File: config.mk
export PLATFORM = sky130hd
export DESIGN_NAME = link_wake_rst_ctrl
export DESIGN_NICKNAME = d
export VERILOG_FILES = /design/src/rtl/lwr_pkg.sv /design/src/rtl/lwr_pwrup_timer.sv /design/src/rtl/lwr_linkon.sv /design/src/rtl/lwr_event_ctl.sv /design/src/rtl/link_wake_rst_ctrl.sv
export SDC_FILE = /design/constraint.sdc
export NUM_CORES = 1
export LEC_CHECK = 0
export ABC_AREA = 1
export BUFFER_PORTS_ARGS = -buffer_cell sky130_fd_sc_hd__buf_4
export CAP_MARGIN = 0
export CORE_ASPECT_RATIO = 1.25
export CORE_MARGIN = 3
export CORE_UTILIZATION = 39
export DETAILED_ROUTE_END_ITERATION = 10
export PLACE_DENSITY = 0.59
export RECOVER_POWER = 25
export SKIP_LAST_GASP = 1
export SLEW_MARGIN = 10
export SYNTH_ARGS = -nofsm -noshare
export SYNTH_HDL_FRONTEND = slang
export SYNTH_SLANG_ARGS = --single-unit
File: constraint.sdc
create_clock -name clk -period 2.05 [get_ports clk]
set_clock_uncertainty 0.2 [all_clocks]
set_input_delay 0 -clock clk [delete_from_list [all_inputs] [get_ports clk]]
set_output_delay 0 -clock clk [all_outputs]
set_load 0.01 [all_outputs]
File: src/rtl/lwr_pkg.sv
`timescale 1ns/1ps
// Shared register addresses and field positions for the wake/reset controller.
// Assumes a two-bit address space with four registers.
package lwr_pkg;
    localparam int ADDR_W = 2;
    localparam logic [ADDR_W-1:0] A_CTRL   = 2'd0;
    localparam logic [ADDR_W-1:0] A_RSTBLK = 2'd1;
    localparam logic [ADDR_W-1:0] A_EVENT  = 2'd2;
    localparam logic [ADDR_W-1:0] A_STAT   = 2'd3;
    // control register fields
    localparam int B_LP    = 0;
    localparam int B_WAKE  = 1;
    localparam int B_SWRST = 2;
    // event register fields
    localparam int N_EV      = 2;
    localparam int B_EV_LINK = 0;
    localparam int B_EV_PHY  = 1;
    // status register fields
    localparam int B_ST_LINK = 0;
    localparam int B_ST_RDY  = 1;
endpackage

File: src/rtl/lwr_pwrup_timer.sv
`timescale 1ns/1ps
// Power-up wait timer: raises ready after WAIT_US microseconds of clocks
// following reset and then holds it. Assumes CLK_HZ is a multiple of 1 MHz.
module lwr_pwrup_timer #(
    parameter int unsigned CLK_HZ  = 50_000_000,
    parameter int unsigned WAIT_US = 2000
) (
    input  logic clk,
    input  logic rst_n,
    output logic ready
);
    localparam int unsigned RAW   = (CLK_HZ / 1_000_000) * WAIT_US;
    localparam int unsigned LIMIT = (RAW < 1) ? 1 : RAW;
    localparam int CNT_W = $clog2(LIMIT + 1);

    logic [CNT_W-1:0] cnt_q;

    // count clock cycles until the wait has elapsed, then stop
    always_ff @(posedge clk) begin
        if (!rst_n) begin
            cnt_q <= '0;
            ready <= 1'b0;
        end else if (!ready) begin
            if (cnt_q == CNT_W'(LIMIT - 1)) ready <= 1'b1;
            else                            cnt_q <= cnt_q + 1'b1;
        end
    end

    AST_READY_STICKY: assert property (@(posedge clk) disable iff (!rst_n)
        ready |=> ready);
endmodule

File: src/rtl/lwr_linkon.sv
`timescale 1ns/1ps
// Link-on tracker: sets on a received link-on packet while out of low power,
// clears when low power is active or the PHY link-control bit is zero.
// Assumes linkon_pkt is already synchronous to clk.
module lwr_linkon (
    input  logic clk,
    input  logic rst_n,
    input  logic lp,
    input  logic pkt,
    input  logic lctrl,
    output logic linkon
);
    // clear has priority over a set in the same cycle
    always_ff @(posedge clk) begin
        if (!rst_n)               linkon <= 1'b0;
        else if (lp || !lctrl)    linkon <= 1'b0;
        else if (pkt)             linkon <= 1'b1;
    end

    AST_LINKON_CLEAR: assert property (@(posedge clk) disable iff (!rst_n)
        (lp || !lctrl) |=> !linkon);
    AST_LINKON_SET: assert property (@(posedge clk) disable iff (!rst_n)
        (!lp && lctrl && pkt) |=> linkon);
endmodule

File: src/rtl/lwr_event_ctl.sv
`timescale 1ns/1ps
// Event logic: edge-detects the wake-type sources, keeps the sticky
// reset-block flag and the per-source wake event latches.
// Assumes the sources are synchronous levels; hardware sets beat software clears.
module lwr_event_ctl #(
    parameter int N_EV = 2
) (
    input  logic            clk,
    input  logic            rst_n,
    input  logic            linkon,
    input  logic            phy_int,
    input  logic            hp_int,
    input  logic            wake_en,
    input  logic            blk_clr,
    input  logic [N_EV-1:0] ev_clr,
    output logic            rst_blk,
    output logic [N_EV-1:0] ev
);
    localparam int N_SRC = 3;

    logic [N_SRC-1:0] src, src_q, rise;
    logic [N_EV-1:0]  ev_set;

    assign src  = {hp_int, phy_int, linkon};
    assign rise = src & ~src_q;

    // remember the previous level of each source
    always_ff @(posedge clk) begin
        if (!rst_n) src_q <= '0;
        else        src_q <= src;
    end

    // sticky reset-block flag: any rising source sets it, software clears it
    always_ff @(posedge clk) begin
        if (!rst_n)        rst_blk <= 1'b0;
        else if (|rise)    rst_blk <= 1'b1;
        else if (blk_clr)  rst_blk <= 1'b0;
    end

    // wake events come from the link-on and PHY-interrupt edges only
    assign ev_set = {rise[1], rise[0]} & {N_EV{wake_en}};

    for (genvar i = 0; i < N_EV; i++) begin : g_ev
        // latch one wake event until software writes 1 to clear it
        always_ff @(posedge clk) begin
            if (!rst_n)         ev[i] <= 1'b0;
            else if (ev_set[i]) ev[i] <= 1'b1;
            else if (ev_clr[i]) ev[i] <= 1'b0;
        end

        AST_WAKE_HOLD: assert property (@(posedge clk) disable iff (!rst_n)
            (ev[i] && !ev_clr[i]) |=> ev[i]);
    end

    AST_RSTBLK_SET: assert property (@(posedge clk) disable iff (!rst_n)
        (|rise) |=> rst_blk);
endmodule

File: src/rtl/link_wake_rst_ctrl.sv
`timescale 1ns/1ps
// Link wake and reset controller top: register port, low-power bit with a
// power-up lockout, CPU reset gating through the reset-block flag, wake
// request and interface output enables. Assumes all inputs are synchronous.
module link_wake_rst_ctrl
    import lwr_pkg::*;
#(
    parameter int unsigned CLK_HZ  = 50_000_000,
    parameter int unsigned WAIT_US = 2000,
    parameter int          DATA_W  = 8,
    parameter int          N_IF    = 4
) (
    input  logic              clk,
    input  logic              rst_n,
    input  logic              wr_en,
    input  logic [ADDR_W-1:0] wr_addr,
    input  logic [DATA_W-1:0] wr_data,
    input  logic [ADDR_W-1:0] rd_addr,
    output logic [DATA_W-1:0] rd_data,
    input  logic              ext_rst_n,
    input  logic              linkon_pkt,
    input  logic              phy_int,
    input  logic              hp_int,
    input  logic              phy_lctrl,
    input  logic              if_dis_n,
    output logic              cpu_rst,
    output logic              wake_req,
    output logic              linkon,
    output logic              lp_status,
    output logic [N_IF-1:0]   if_oe
);
    logic            ready;
    logic            lp_q, wake_en_q, swrst_q;
    logic            rst_blk;
    logic [N_EV-1:0] ev, ev_clr;
    logic            wr_ctrl, blk_clr;
    logic            unused_wdata;

    assign unused_wdata = ^wr_data[DATA_W-1:3];

    lwr_pwrup_timer #(.CLK_HZ(CLK_HZ), .WAIT_US(WAIT_US)) u_timer (
        .clk(clk), .rst_n(rst_n), .ready(ready));

    lwr_linkon u_linkon (
        .clk(clk), .rst_n(rst_n), .lp(lp_q), .pkt(linkon_pkt),
        .lctrl(phy_lctrl), .linkon(linkon));

    lwr_event_ctl #(.N_EV(N_EV)) u_events (
        .clk(clk), .rst_n(rst_n), .linkon(linkon), .phy_int(phy_int),
        .hp_int(hp_int), .wake_en(wake_en_q), .blk_clr(blk_clr),
        .ev_clr(ev_clr), .rst_blk(rst_blk), .ev(ev));

    // write decode for each register
    assign wr_ctrl = wr_en && (wr_addr == A_CTRL);
    assign blk_clr = wr_en && (wr_addr == A_RSTBLK) && !wr_data[0];
    assign ev_clr  = (wr_en && (wr_addr == A_EVENT)) ? wr_data[N_EV-1:0] : '0;

    // control register: low-power set needs ready, reset set needs flag clear
    always_ff @(posedge clk) begin
        if (!rst_n) begin
            lp_q      <= 1'b0;
            wake_en_q <= 1'b0;
            swrst_q   <= 1'b0;
        end else if (wr_ctrl) begin
            lp_q      <= wr_data[B_LP] & (ready | lp_q);
            wake_en_q <= wr_data[B_WAKE];
            swrst_q   <= wr_data[B_SWRST] & (~rst_blk | swrst_q);
        end
    end

    // outputs: the pin reset bypasses the flag, enables follow the disable pin
    assign cpu_rst   = swrst_q | ~ext_rst_n;
    assign wake_req  = |ev;
    assign lp_status = lp_q;
    for (genvar k = 0; k < N_IF; k++) begin : g_oe
        assign if_oe[k] = if_dis_n;
    end

    // combinational read-back mux
    always_comb begin
        rd_data = '0;
        unique case (rd_addr)
            A_CTRL: begin
                rd_data[B_LP]    = lp_q;
                rd_data[B_WAKE]  = wake_en_q;
                rd_data[B_SWRST] = swrst_q;
            end
            A_RSTBLK: rd_data[0] = rst_blk;
            A_EVENT:  rd_data[N_EV-1:0] = ev;
            default: begin
                rd_data[B_ST_LINK] = linkon;
                rd_data[B_ST_RDY]  = ready;
            end
        endcase
    end

    AST_SWRST_BLOCKED: assert property (@(posedge clk) disable iff (!rst_n)
        (wr_ctrl && wr_data[B_SWRST] && rst_blk && !swrst_q) |=> !cpu_rst || !ext_rst_n);
    AST_PIN_RESET: assert property (@(posedge clk) disable iff (!rst_n)
        !ext_rst_n |-> cpu_rst);
    AST_LP_EARLY: assert property (@(posedge clk) disable iff (!rst_n)
        (wr_ctrl && !ready && !lp_q) |=> !lp_status);
    AST_LP_KEEP: assert property (@(posedge clk) disable iff (!rst_n)
        !wr_ctrl |=> $stable(lp_status));
endmodule

==> out/qor.txt, run 1 <==
==============================================================================
Total DRC errors in the routed layout ...........................            0
Vias in the first global route ..................................         1281
Launching element type of the critical path .....................    input pin
Final weighted congestion in routability-driven placement .......       0.7989
Register share of total power ...................................        0.585
Clock network fraction of design power ..........................        0.295
Gate power share ................................................        0.120
Final WL ........................................................      3158 um
Final critical delay including setup and external delays ........     1.746 ns
Overall via count from detail_route .............................         1402
Required time of the worst setup path ...........................      2.06 ns
Pre-Repair DR Iteration Count ...................................            4
P&R area growth vs syn ..........................................       21.81%
Fill cell count .................................................          368
Result of the run ...............................................    completed
Endpoint of the worst setup timing path ......................... wake_en_q$_SDFFE_PN0P_
Setup repair after global routing missed its margin .............           no
Most frequent cells in the layout ............................... nand2_1, nor2_1, inv_1
Setup slack of the worst register-to-register path ..............      0.49 ns
Synthesized netlist cell count ..................................          221
Switching power total ...........................................    0.2215 mW
Post-Syn Area per Cell ..........................................  6.828 sq um
Number of nets still failing antenna checks after routing .......            0
Number of failing hold endpoints at the final stage .............            0
Pin count of the biggest net entering global routing ............           23
Adder-Cell Fraction of Synth Area ...............................     0.008292
Vertical extent of the die ......................................     75.55 um
Worst Path Max Fanout ...........................................            4
Starting density of the core ....................................       0.4187
Hold Path Class .................................................    in -> out
Beginning of the critical path ..................................   wr_addr[1]
Final clock period utilization by the worst path ................       0.8517
Post-Route Hold Slack ...........................................   0.03627 ns
Detailed placer's ending HPWL ...................................      2301 um
Most common cell after layout, fill and taps aside ..............      nand2_1
Simple-gate share of the synthesized area .......................       0.3408
Layout cell share with drive strength beyond 1 ..................       0.1294
FF-to-FF path depth .............................................            7
Max stage delay on crit path ....................................      0.56 ns
Initial DRC Count ...............................................           39
Distinct cell type count after synthesis ........................           28
Count of final max-slew check failures ..........................            0
Top-level I/O count .............................................           37
Number of endpoints failing setup at the final stage ............            0
Accumulated negative setup slack ................................         0 ns
Synthesized-area fraction occupied by ao, oa, aoi and oai cells .       0.1219
GR Util All Layers ..............................................       0.1467
Total internal power ............................................    0.7497 mW
Switching Share .................................................       0.2281
Core outline area ............................................... 0.003603 sq mm
Number of warnings reported in the yosys synthesis log ..........            0
Seq. cell area ..................................................  560.5 sq um
FF+latch count, synth ...........................................           28
Clk root buf ....................................................     clkbuf_8
Power Dens Cells ................................................ 528.4 mW/mm^2
Number of placement rows ........................................           24
Xor and xnor area share after synthesis .........................      0.01161
Leakage power ...................................................    0.8406 nW
# diodes ........................................................            0
Number of buffers between clock root and the deepest sink .......            2
Die outline width ...............................................     61.64 um
Number of CTS-inserted buffers ..................................            3
Clock tree from TritonCTS .......................................         done
Total area of multi-input combinational cells ...................  747.0 sq um
Endpoint of the worst register-to-register path ................. u_timer.cnt_q[14]$_SDFFE_PN0P_
Antenna violations before repair ................................            0
I/O Buffers .....................................................           21
Nets ............................................................          279
Total standard cell area after synthesis ........................ 0.001509 sq mm
Number of buffers inserted by post-CTS setup repair .............            0
Latest clock arrival within the worst-skew pair .................      0.27 ns
Vias per std cell ...............................................        4.769
Arr. time, crit path ............................................      1.76 ns
Capturing element type of the critical path .....................    flip-flop
Top achievable clock speed ......................................    572.8 MHz
Combinational family with the most area after synthesis ......... simple AND/OR/NAND/NOR gates
MaxCap Viol Count ...............................................            0
Slowest CP cell ................................................. dlygate4sd3_1
Startpoint-to-endpoint class of the critical path ...............    in -> reg
Clock sink total ................................................           28
Crit path cell chain ............................................ dlygate4sd3_1 > buf_4 > inv_1 > nand3_1 > inv_1 > o21ai_0 > a21oi_1 > dlygate4sd3_1
Max IR drop VDD .................................................    0.2071 mV
Multiplexer share of the synthesized area .......................            0
Dominant delay contributor by cell family on the critical path .. buffers and inverters
Share of synthesized area occupied by flip-flops and latches ....       0.3715
Full die area ................................................... 0.004656 sq mm
Clock H-tree levels .............................................            1
Clock transition at the registers of the reported paths .........      0.09 ns
Total stage count of the critical path ..........................            8
Per-cell routed wire length .....................................     10.74 um
Total buffers and inverters traversed by the critical path ......            5
First-pass GRT wire length ......................................      5223 um
Critical R2R Launch ............................................. u_timer.cnt_q[0]$_SDFFE_PN0P_
Residual overflow from global routing ...........................            0
==============================================================================
power groups by stage:
stage                     clock [mW]  combinational [mW]  sequential, mW
after global routing           0.324               0.131           0.570
after CTS                      0.309               0.118           0.568
final                          0.287               0.116           0.568
after global placement             0              0.0883           0.581
after floorplan                    0              0.0651           0.578
after detailed placement           0              0.0894           0.581
tightest hold or removal path: cells and delay by family:
| kind | cells | cell delay, ns |
|---|---|---|
| AND/OR/NAND/NOR | 1 | 0.04 |
| buffers and inverters | 2 | 0.19 |
metal layers:
metal | vias up | global-route usage | wire [um]
li1 | 753 | - | -
met1 | 614 | 0.1656 | 1443
met2 | 30 | 0.2643 | 1516
met3 | 5 | 0.02373 | 149
met4 | 0 | 0.06604 | 48
met5 | - | 0 | 0
state kept, by name, indices dropped and copies added (netlist names):
name / cells
u_timer.cnt_q: 17
u_events.src_q: 3
u_events.ev: 2
lp_status: 1
swrst_q: 1
u_events.rst_blk: 1
u_linkon.linkon: 1
u_timer.ready: 1
wake_en_q: 1
worst min-delay path by stage:
stage,from,end,cells past startpoint,slack (ns)
floorplan,rd_addr[0],rd_data[2],1,-0.15
global placement,if_dis_n,if_oe[3],0,-0.20
detailed placement,if_dis_n,if_oe[3],0,-0.20
CTS,wr_en,lp_status$_SDFFE_PN0P_,5,0.005
global route,ext_rst_n,cpu_rst,3,0.06
finish,ext_rst_n,cpu_rst,3,0.04
cell usage after synthesis:
cell / n / share of area
a21oi_1: 18 / 0.060
a221oi_1: 1 / 0.0058
a31oi_1: 1 / 0.0041
buf_4: 10 / 0.050
clkbuf_8: 1 / 0.0091
conb_1: 1 / 0.0025
dfxtp_1: 28 / 0.37
ha_1: 1 / 0.0083
inv_1: 31 / 0.077
inv_2: 3 / 0.0075
nand2_1: 46 / 0.11
nand2_4: 1 / 0.0075
nand3_1: 17 / 0.056
nand3_2: 1 / 0.0066
nand3_4: 1 / 0.012
nand4_1: 3 / 0.012
nor2_1: 33 / 0.082
nor2_2: 2 / 0.0083
nor2_4: 3 / 0.022
nor3_1: 2 / 0.0066
nor3b_2: 1 / 0.0083
o2111a_1: 1 / 0.0075
o211a_1: 1 / 0.0066
o211ai_1: 1 / 0.0050
o21ai_0: 9 / 0.030
o21ai_1: 1 / 0.0033
or2_2: 1 / 0.0041
xor2_1: 2 / 0.012
area by class of cell:
class / count / area share
tap: 39 / 0.02655
clock buffer: 3 / 0.02246
inverter: 34 / 0.06943
sequential: 28 / 0.3050
multi-input combinational: 152 / 0.4064
timing repair buffer: 38 / 0.1702
per-stage QoR:
step | utilization | cells | worst slack, ns | power [mW] | cell area (sq um)
floorplan | - | 225 | 0.6111 | 0.6434 | 1524
global placement | 0.4556 | 274 | 0.5105 | 0.6690 | 1642
detailed placement | 0.4556 | 274 | 0.4945 | 0.6703 | 1642
CTS | 0.5142 | 294 | 0.3637 | 0.9951 | 1853
global route | 0.5101 | 294 | 0.1927 | 1.025 | 1838
finish | 0.5101 | 294 | 0.3041 | 0.9711 | 1838
timing repair:
action                    CTS  global route
hold buffers               17             0
resized for setup           0             0
hold endpoints to repair   28             0
cell families (layout without fill, tap and decap cells):
family	Yosys count	in the layout
AO/OA/AOI/OAI	33	33
other	1	5
flip-flops	28	28
XOR/XNOR	2	2
buffers and inverters	45	75
adder cells (fa/ha/maj)	1	1
AND/OR/NAND/NOR	111	111
Power figures use the tool's default switching activity.
==> run 2: changes to the inputs <==
--- a/config.mk
+++ b/config.mk
@@ -6,9 +6,9 @@
 export NUM_CORES = 1
 export LEC_CHECK = 0
 export ABC_AREA = 1
-export BUFFER_PORTS_ARGS = -buffer_cell sky130_fd_sc_hd__buf_4
+export BUFFER_PORTS_ARGS = -buffer_cell sky130_fd_sc_hd__buf_2
 export CAP_MARGIN = 0
-export CORE_ASPECT_RATIO = 1.25
+export CORE_ASPECT_RATIO = 0.5
 export CORE_MARGIN = 3
 export CORE_UTILIZATION = 39
 export DETAILED_ROUTE_END_ITERATION = 10
==> run 2 against run 1 <==
Non-clock buffer count increased by 2; setup slack better by 0.014 ns; first-iteration DRC count is the same; via count shrank 1.6%; sequential power barely moved; final cell count is 5.1% higher; sequential share of layout area is 0.37 points lower; critical path type unchanged.
==> out/qor.txt, run 2 (synthesis gave the netlist of run 1 again) <==
=============================================================================
Most frequent cells in the layout .............................. nand2_1, nor2_1, inv_1
Antenna violations before repair ...............................            0
Total internal power ...........................................    0.8720 mW
Final WL .......................................................      3206 um
Nets ...........................................................          281
P&R area growth vs syn .........................................       23.30%
Fill cell count ................................................          374
Die outline width ..............................................     93.97 um
Startpoint-to-endpoint class of the critical path ..............    in -> reg
Regs by FF count ............................................... u_timer.cnt_q x17, u_events.src_q x3, u_events.ev x2
Top achievable clock speed .....................................    577.4 MHz
Result of the run ..............................................    completed
Placed cell count ..............................................          286
Accumulated negative setup slack ...............................         0 ns
Clock H-tree levels ............................................            1
Total buffers and inverters traversed by the critical path .....            5
Capturing element type of the critical path ....................    flip-flop
First-pass GRT wire length .....................................      5568 um
Setup repair after global routing missed its margin ............           no
Final clock period utilization by the worst path ...............       0.8448
Seq. cell area .................................................  560.5 sq um
Worst-case setup margin in the final layout ....................    0.3182 ns
Slowest CP cell ................................................ dlygate4sd3_1
Starting density of the core ...................................       0.4232
GR Util All Layers .............................................       0.1489
Total area of multi-input combinational cells ..................  747.0 sq um
Layout cell share with drive strength beyond 1 .................       0.1318
Initial DRC Count ..............................................           39
Post-place setup slack .........................................    0.5111 ns
Register with the most flip-flops .............................. u_timer.cnt_q
Full die area .................................................. 0.004697 sq mm
Pin count of the biggest net entering global routing ...........           23
Number of failing hold endpoints at the final stage ............            0
Overall via count from detail_route ............................         1380
Power Dens Cells ............................................... 596.9 mW/mm^2
Cell Count, Final, Fillers Out .................................          309
Number of placement rows .......................................           15
Total DRC errors in the routed layout ..........................            0
Vertical extent of the die .....................................     49.99 um
Arr. time, crit path ...........................................      1.76 ns
Clock sink total ...............................................           28
I/O Buffers ....................................................           21
Top-level I/O count ............................................           37
Crit path cell chain ........................................... dlygate4sd3_1 > buf_2 > inv_1 > nand3_1 > inv_1 > o21ai_0 > a21oi_1 > dlygate4sd3_1
Number of nets still failing antenna checks after routing ......            0
Leakage power ..................................................    0.8496 nW
MaxCap Viol Count ..............................................            0
Vias per std cell ..............................................        4.466
Number of endpoints failing setup at the final stage ...........            0
Clk root buf ...................................................     clkbuf_8
Max stage delay on crit path ...................................      0.56 ns
Number of buffers between clock root and the deepest sink ......            2
Clock transition at the registers of the reported paths ........      0.10 ns
Register share of total power ..................................        0.511
Switching Share ................................................       0.2149
Number of CTS-inserted buffers .................................            3
Latest clock arrival within the worst-skew pair ................      0.28 ns
Dominant delay contributor by cell family on the critical path . buffers and inverters
Core outline area .............................................. 0.003566 sq mm
Number of flip-flops in the largest register ...................           17
Detailed placer's ending HPWL ..................................      2263 um
Max IR drop VDD ................................................    0.2344 mV
Switching power total ..........................................    0.2386 mW
Post-cts resize count ..........................................            0
Clock tree from TritonCTS ......................................         done
Residual overflow from global routing ..........................            0
Per-cell routed wire length ....................................     10.38 um
Launching element type of the critical path ....................    input pin
Final weighted congestion in routability-driven placement ......       0.8027
Required time of the worst setup path ..........................      2.08 ns
Pre-Repair DR Iteration Count ..................................            4
Vias in the first global route .................................         1318
Count of final max-slew check failures .........................            0
Most common cell after layout, fill and taps aside .............      nand2_1
Hold Path Class ................................................    in -> out
# diodes .......................................................            0
Worst Path Max Fanout ..........................................            4
Gate power share ...............................................        0.098
Final critical delay including setup and external delays .......     1.732 ns
Clock network fraction of design power .........................        0.391
Post-cts hold buffer count .....................................           19
Number of buffers inserted by post-CTS setup repair ............            0
=============================================================================
run 2: cell types whose count changed in the layout (fill, tap and decap cells not counted):
cell           before  now
buf_2               0   17
buf_4              17    0
bufinv_16           0    1
dlygate4sd3_1      17   19
run 2: final timing paths:
path	startpoint	to	slack, ns	cells after the start
max	wr_addr[1]	wake_en_q$_SDFFE_PN0P_	0.32	8
min	ext_rst_n	cpu_rst	0.03	3
max reg2reg	u_timer.cnt_q[0]$_SDFFE_PN0P_	u_timer.cnt_q[12]$_SDFFE_PN0P_	0.48	6
min reg2reg	u_events.ev[1]$_SDFFE_PN0P_	u_events.ev[1]$_SDFFE_PN0P_	0.30	2
run 2: final cells by class:
type	instances	share of cell area
clock inverters	1	0.01614
inverters	34	0.06859
repair buffers	40	0.1560
well taps	51	0.03430
flip-flops and latches	28	0.3013
clock buffers	3	0.02219
multi-input cells	152	0.4015
run 2: power by group through the flow:
| stage | Clock, mW | Combinational, mW | Sequential, mW |
|---|---|---|---|
| 2_1_floorplan | 0 | 0.0651 | 0.578 |
| 3_3_place_gp | 0 | 0.0771 | 0.580 |
| 3_5_place_dp | 0 | 0.0787 | 0.580 |
| 4_1_cts | 0.456 | 0.108 | 0.568 |
| 5_1_grt | 0.473 | 0.125 | 0.571 |
| 6_report | 0.434 | 0.108 | 0.568 |
run 2: per-layer routing:
layer / wire (um) / track usage
met1: 1610 / 0.1801
met2: 1421 / 0.2679
met3: 152 / 0.03659
met4: 21 / 0.03118
met5: 0 / 0
run 2: per-stage QoR:
stage / power [mW] / hold slack [ns] / instance area [sq um] / utilization
6_report: 1.111 / 0.02980 / 1861 / 0.5218
5_1_grt: 1.168 / 0.04989 / 1861 / 0.5218
4_1_cts: 1.133 / 0.03784 / 1866 / 0.5232
3_5_place_dp: 0.6592 / -0.1997 / 1604 / 0.4498
3_3_place_gp: 0.6570 / -0.1997 / 1604 / 0.4498
2_1_floorplan: 0.6434 / -0.1493 / 1524 / -
run 2: worst reg2reg max path, stage by stage, from the launching register on:
cell	delay (ns)
dfxtp_1	0.42
ha_1	0.22
nand3_2	0.13
nor2_1	0.20
nand2_1	0.09
o21ai_0	0.16
a21oi_1	0.05
==> run 3: changes to the inputs <==
--- a/config.mk
+++ b/config.mk
@@ -5,14 +5,14 @@
 export SDC_FILE = /design/constraint.sdc
 export NUM_CORES = 1
 export LEC_CHECK = 0
-export ABC_AREA = 1
+export ABC_AREA = 0
 export BUFFER_PORTS_ARGS = -buffer_cell sky130_fd_sc_hd__buf_2
 export CAP_MARGIN = 0
 export CORE_ASPECT_RATIO = 0.5
 export CORE_MARGIN = 3
 export CORE_UTILIZATION = 39
 export DETAILED_ROUTE_END_ITERATION = 10
-export PLACE_DENSITY = 0.59
+export PLACE_DENSITY = 0.63
 export RECOVER_POWER = 25
 export SKIP_LAST_GASP = 1
 export SLEW_MARGIN = 10
==> constraint.sdc (replaced) <==
create_clock -name clk -period 1.4 [get_ports clk]
set_clock_uncertainty 0.2 [all_clocks]
set_input_delay 0 -clock clk [delete_from_list [all_inputs] [get_ports clk]]
set_output_delay 0 -clock clk [all_outputs]
set_load 0.01 [all_outputs]
==> run 3 against run 2 <==
Final area rose by 8.9%; critical path depth shrank 4; first-iteration DRC count is 38% higher; power up 49%; the run now ends with negative hold slack, negative setup slack left; sequential share of layout area fell by 1.7 points.
==> out/qor.txt, run 3 <==
===========================================================================
Result of the run ............................................ complete, but fails checks
Failing checks ............................................... negative hold slack, negative setup slack
Top achievable clock speed ...................................    559.1 MHz
Cell Count, Final, Fillers Out ...............................          257
Core outline area ............................................ 0.003136 sq mm
Total DRC errors in the routed layout ........................            0
Overall via count from detail_route ..........................         1314
Ranking of synthesized cells by instance count ............... dfxtp_1, nor2_1, nand2_1
Full die area ................................................ 0.004218 sq mm
Number of CTS-inserted buffers ...............................            3
Number of failing hold endpoints at the final stage ..........            2
Layout cell share with drive strength beyond 1 ...............       0.4332
# diodes .....................................................            0
MaxCap Viol Count ............................................            0
Launching element type of the critical path ..................    flip-flop
Count of final max-slew check failures .......................            0
Number of endpoints failing setup at the final stage .........           19
Accumulated negative setup slack .............................    -3.903 ns
Final weighted congestion in routability-driven placement ....       0.7798
Clk root buf .................................................     clkbuf_8
Capturing element type of the critical path ..................    flip-flop
Die outline width ............................................     88.90 um
Number of placement rows .....................................           14
First-pass GRT wire length ...................................      5168 um
Setup repair after global routing missed its margin ..........          yes
Clock tree from TritonCTS ....................................         done
Vias per std cell ............................................        5.113
Placed cell count ............................................          233
Vertical extent of the die ...................................     47.45 um
Worst Path Max Fanout ........................................            6
Number of warnings reported in the yosys synthesis log .......            0
Most common cell after layout, fill and taps aside ...........        buf_4
Initial DRC Count ............................................           54
Max stage delay on crit path .................................      0.50 ns
Number of buffers between clock root and the deepest sink ....            2
Top-level I/O count ..........................................           37
Slowest CP cell ..............................................       or4b_4
Final WL .....................................................      3415 um
FF-to-FF path depth ..........................................            4
Number of enable flip-flop cells after synthesis .............            0
Crit path cell chain ......................................... and4_4 > or4b_4 > or3_4 > a21oi_2
Clock transition at the registers of the reported paths ......      0.10 ns
Share of synthesized area occupied by flip-flops and latches .       0.4183
Per-cell routed wire length ..................................     13.29 um
Fill cell count ..............................................          243
Register with the most flip-flops ............................ u_timer.cnt_q
Synth async-reset ratio ......................................            0
P&R area growth vs syn .......................................       51.17%
Max IR drop VDD ..............................................    0.5986 mV
Hold Path Cell Cnt ...........................................            4
Pin count of the biggest net entering global routing .........           19
Clock sink total .............................................           28
Most frequent cells in the layout ............................ buf_4, buf_2, dfxtp_1
Regs by FF count ............................................. u_timer.cnt_q x17, u_events.src_q x3, u_events.ev x2
Antenna violations before repair .............................            0
FF+latch count, synth ........................................           28
Nets .........................................................          240
Most used flip-flop cell after synthesis .....................      dfxtp_1
Arr. time, crit path .........................................      1.81 ns
Summed area of non-filler cells in the final layout .......... 0.002026 sq mm
Layout Utilization ...........................................       0.6460
Detailed placer's ending HPWL ................................      2172 um
Post-Syn Area per Cell .......................................  8.816 sq um
Worst-case setup margin in the final layout ..................   -0.3885 ns
Post-synth top area share ....................................       0.4183
Vias in the first global route ...............................         1152
Required time of the worst setup path ........................      1.42 ns
Startpoint-to-endpoint class of the critical path ............   reg -> reg
Hold Path Class ..............................................    in -> reg
Distinct cell type count after synthesis .....................           42
GR Util All Layers ...........................................       0.1628
Number of flip-flops in the largest register .................           17
Leading cell types by total area after synthesis ............. dfxtp_1, buf_4, nor2_1, a21oi_1, o21ai_0
Most repeated cell in the gate-level netlist after synthesis .      dfxtp_1
Final clock period utilization by the worst path .............        1.277
Latest clock arrival within the worst-skew pair ..............      0.28 ns
Pre-Repair DR Iteration Count ................................            4
Leakage power ................................................    0.8518 nW
Final critical delay including setup and external delays .....     1.788 ns
Synthesized netlist cell count ...............................          152
Residual overflow from global routing ........................            0
Starting density of the core .................................       0.4274
Power Dens Cells ............................................. 817.3 mW/mm^2
Number of nets still failing antenna checks after routing ....            0
Cell area after placement .................................... 0.001683 sq mm
Cell taking the most area after synthesis ....................      dfxtp_1
Post-place setup slack .......................................   -0.4145 ns
Post-Route Hold Slack ........................................  -0.03361 ns
I/O Buffers ..................................................           21
Total standard cell area after synthesis ..................... 0.001340 sq mm
Clock H-tree levels ..........................................            1
Total power ..................................................     1.656 mW
===========================================================================
-- run 3: cell types whose count changed in the layout (fill, tap and decap cells not counted), moves of 13 or more --
cell	previous run	this run
nor2_1	33	15
nand3_1	17	4
buf_4	0	32
nand2_1	46	9
inv_1	31	3
-- run 3: worst paths after layout --
path / start / endpoint / slack (ns)
max: u_timer.cnt_q[6]$_SDFFE_PN0P_ / u_timer.cnt_q[11]$_SDFFE_PN0P_ / -0.39
min: rst_n / u_events.src_q[0]$_SDFF_PN0_ / -0.03
max reg2reg: u_timer.cnt_q[6]$_SDFFE_PN0P_ / u_timer.cnt_q[11]$_SDFFE_PN0P_ / -0.39
min reg2reg: lp_status$_SDFFE_PN0P_ / u_linkon.linkon$_SDFFE_PP0P_ / 0.25
-- run 3: cells by family after synthesis --
group | share of synthesized area
AOI/OAI and AO/OA | 0.1195
adders and majority gates | 0.009336
DFF | 0.4183
muxes | 0.04015
other | 0.002798
buffers and inverters | 0.07375
and+or+nand+nor | 0.2904
xor gates and xnor gates | 0.04575
-- run 3: report_power, final --
| group | leakage [nW] | internal (mW) | switching, mW |
|---|---|---|---|
| logic | 0.584 | 0.101 | 0.0821 |
| registers | 0.232 | 0.816 | 0.0145 |
| clock network | 0.0357 | 0.383 | 0.259 |
-- run 3: per-layer routing --
metal  wire (um)  GRT usage
met4          17    0.03614
met1        1547     0.2058
met5           0          0
met3         181    0.04124
met2        1668     0.2891
-- run 3: area by class of cell --
cell class,instances,area (sq um),area share
multi-input cells,111,785.8,0.3879
inverters,4,15.01,0.007412
well taps,40,50.05,0.02471
clock buffers,3,41.29,0.02038
flip-flops and latches,28,576.8,0.2847
clock inverters,1,30.03,0.01482
repair buffers,70,526.8,0.2600
-- run 3: worst max-delay path, delay by kind of cell, from the launching register on --
kind	cells	cell delay (ns)
flip-flops	1	0.36
AND/OR/NAND/NOR	3	1.07
AO/OA/AOI/OAI	1	0.11
-- run 3: what timing repair did --
item,in CTS,in global routing
gates cloned,0,0
endpoints found under the setup margin,19,25
hold endpoints to repair,31,5
pin swaps,10,9
hold buffers,14,3
setup buffers,3,4
gates resized for setup,13,17
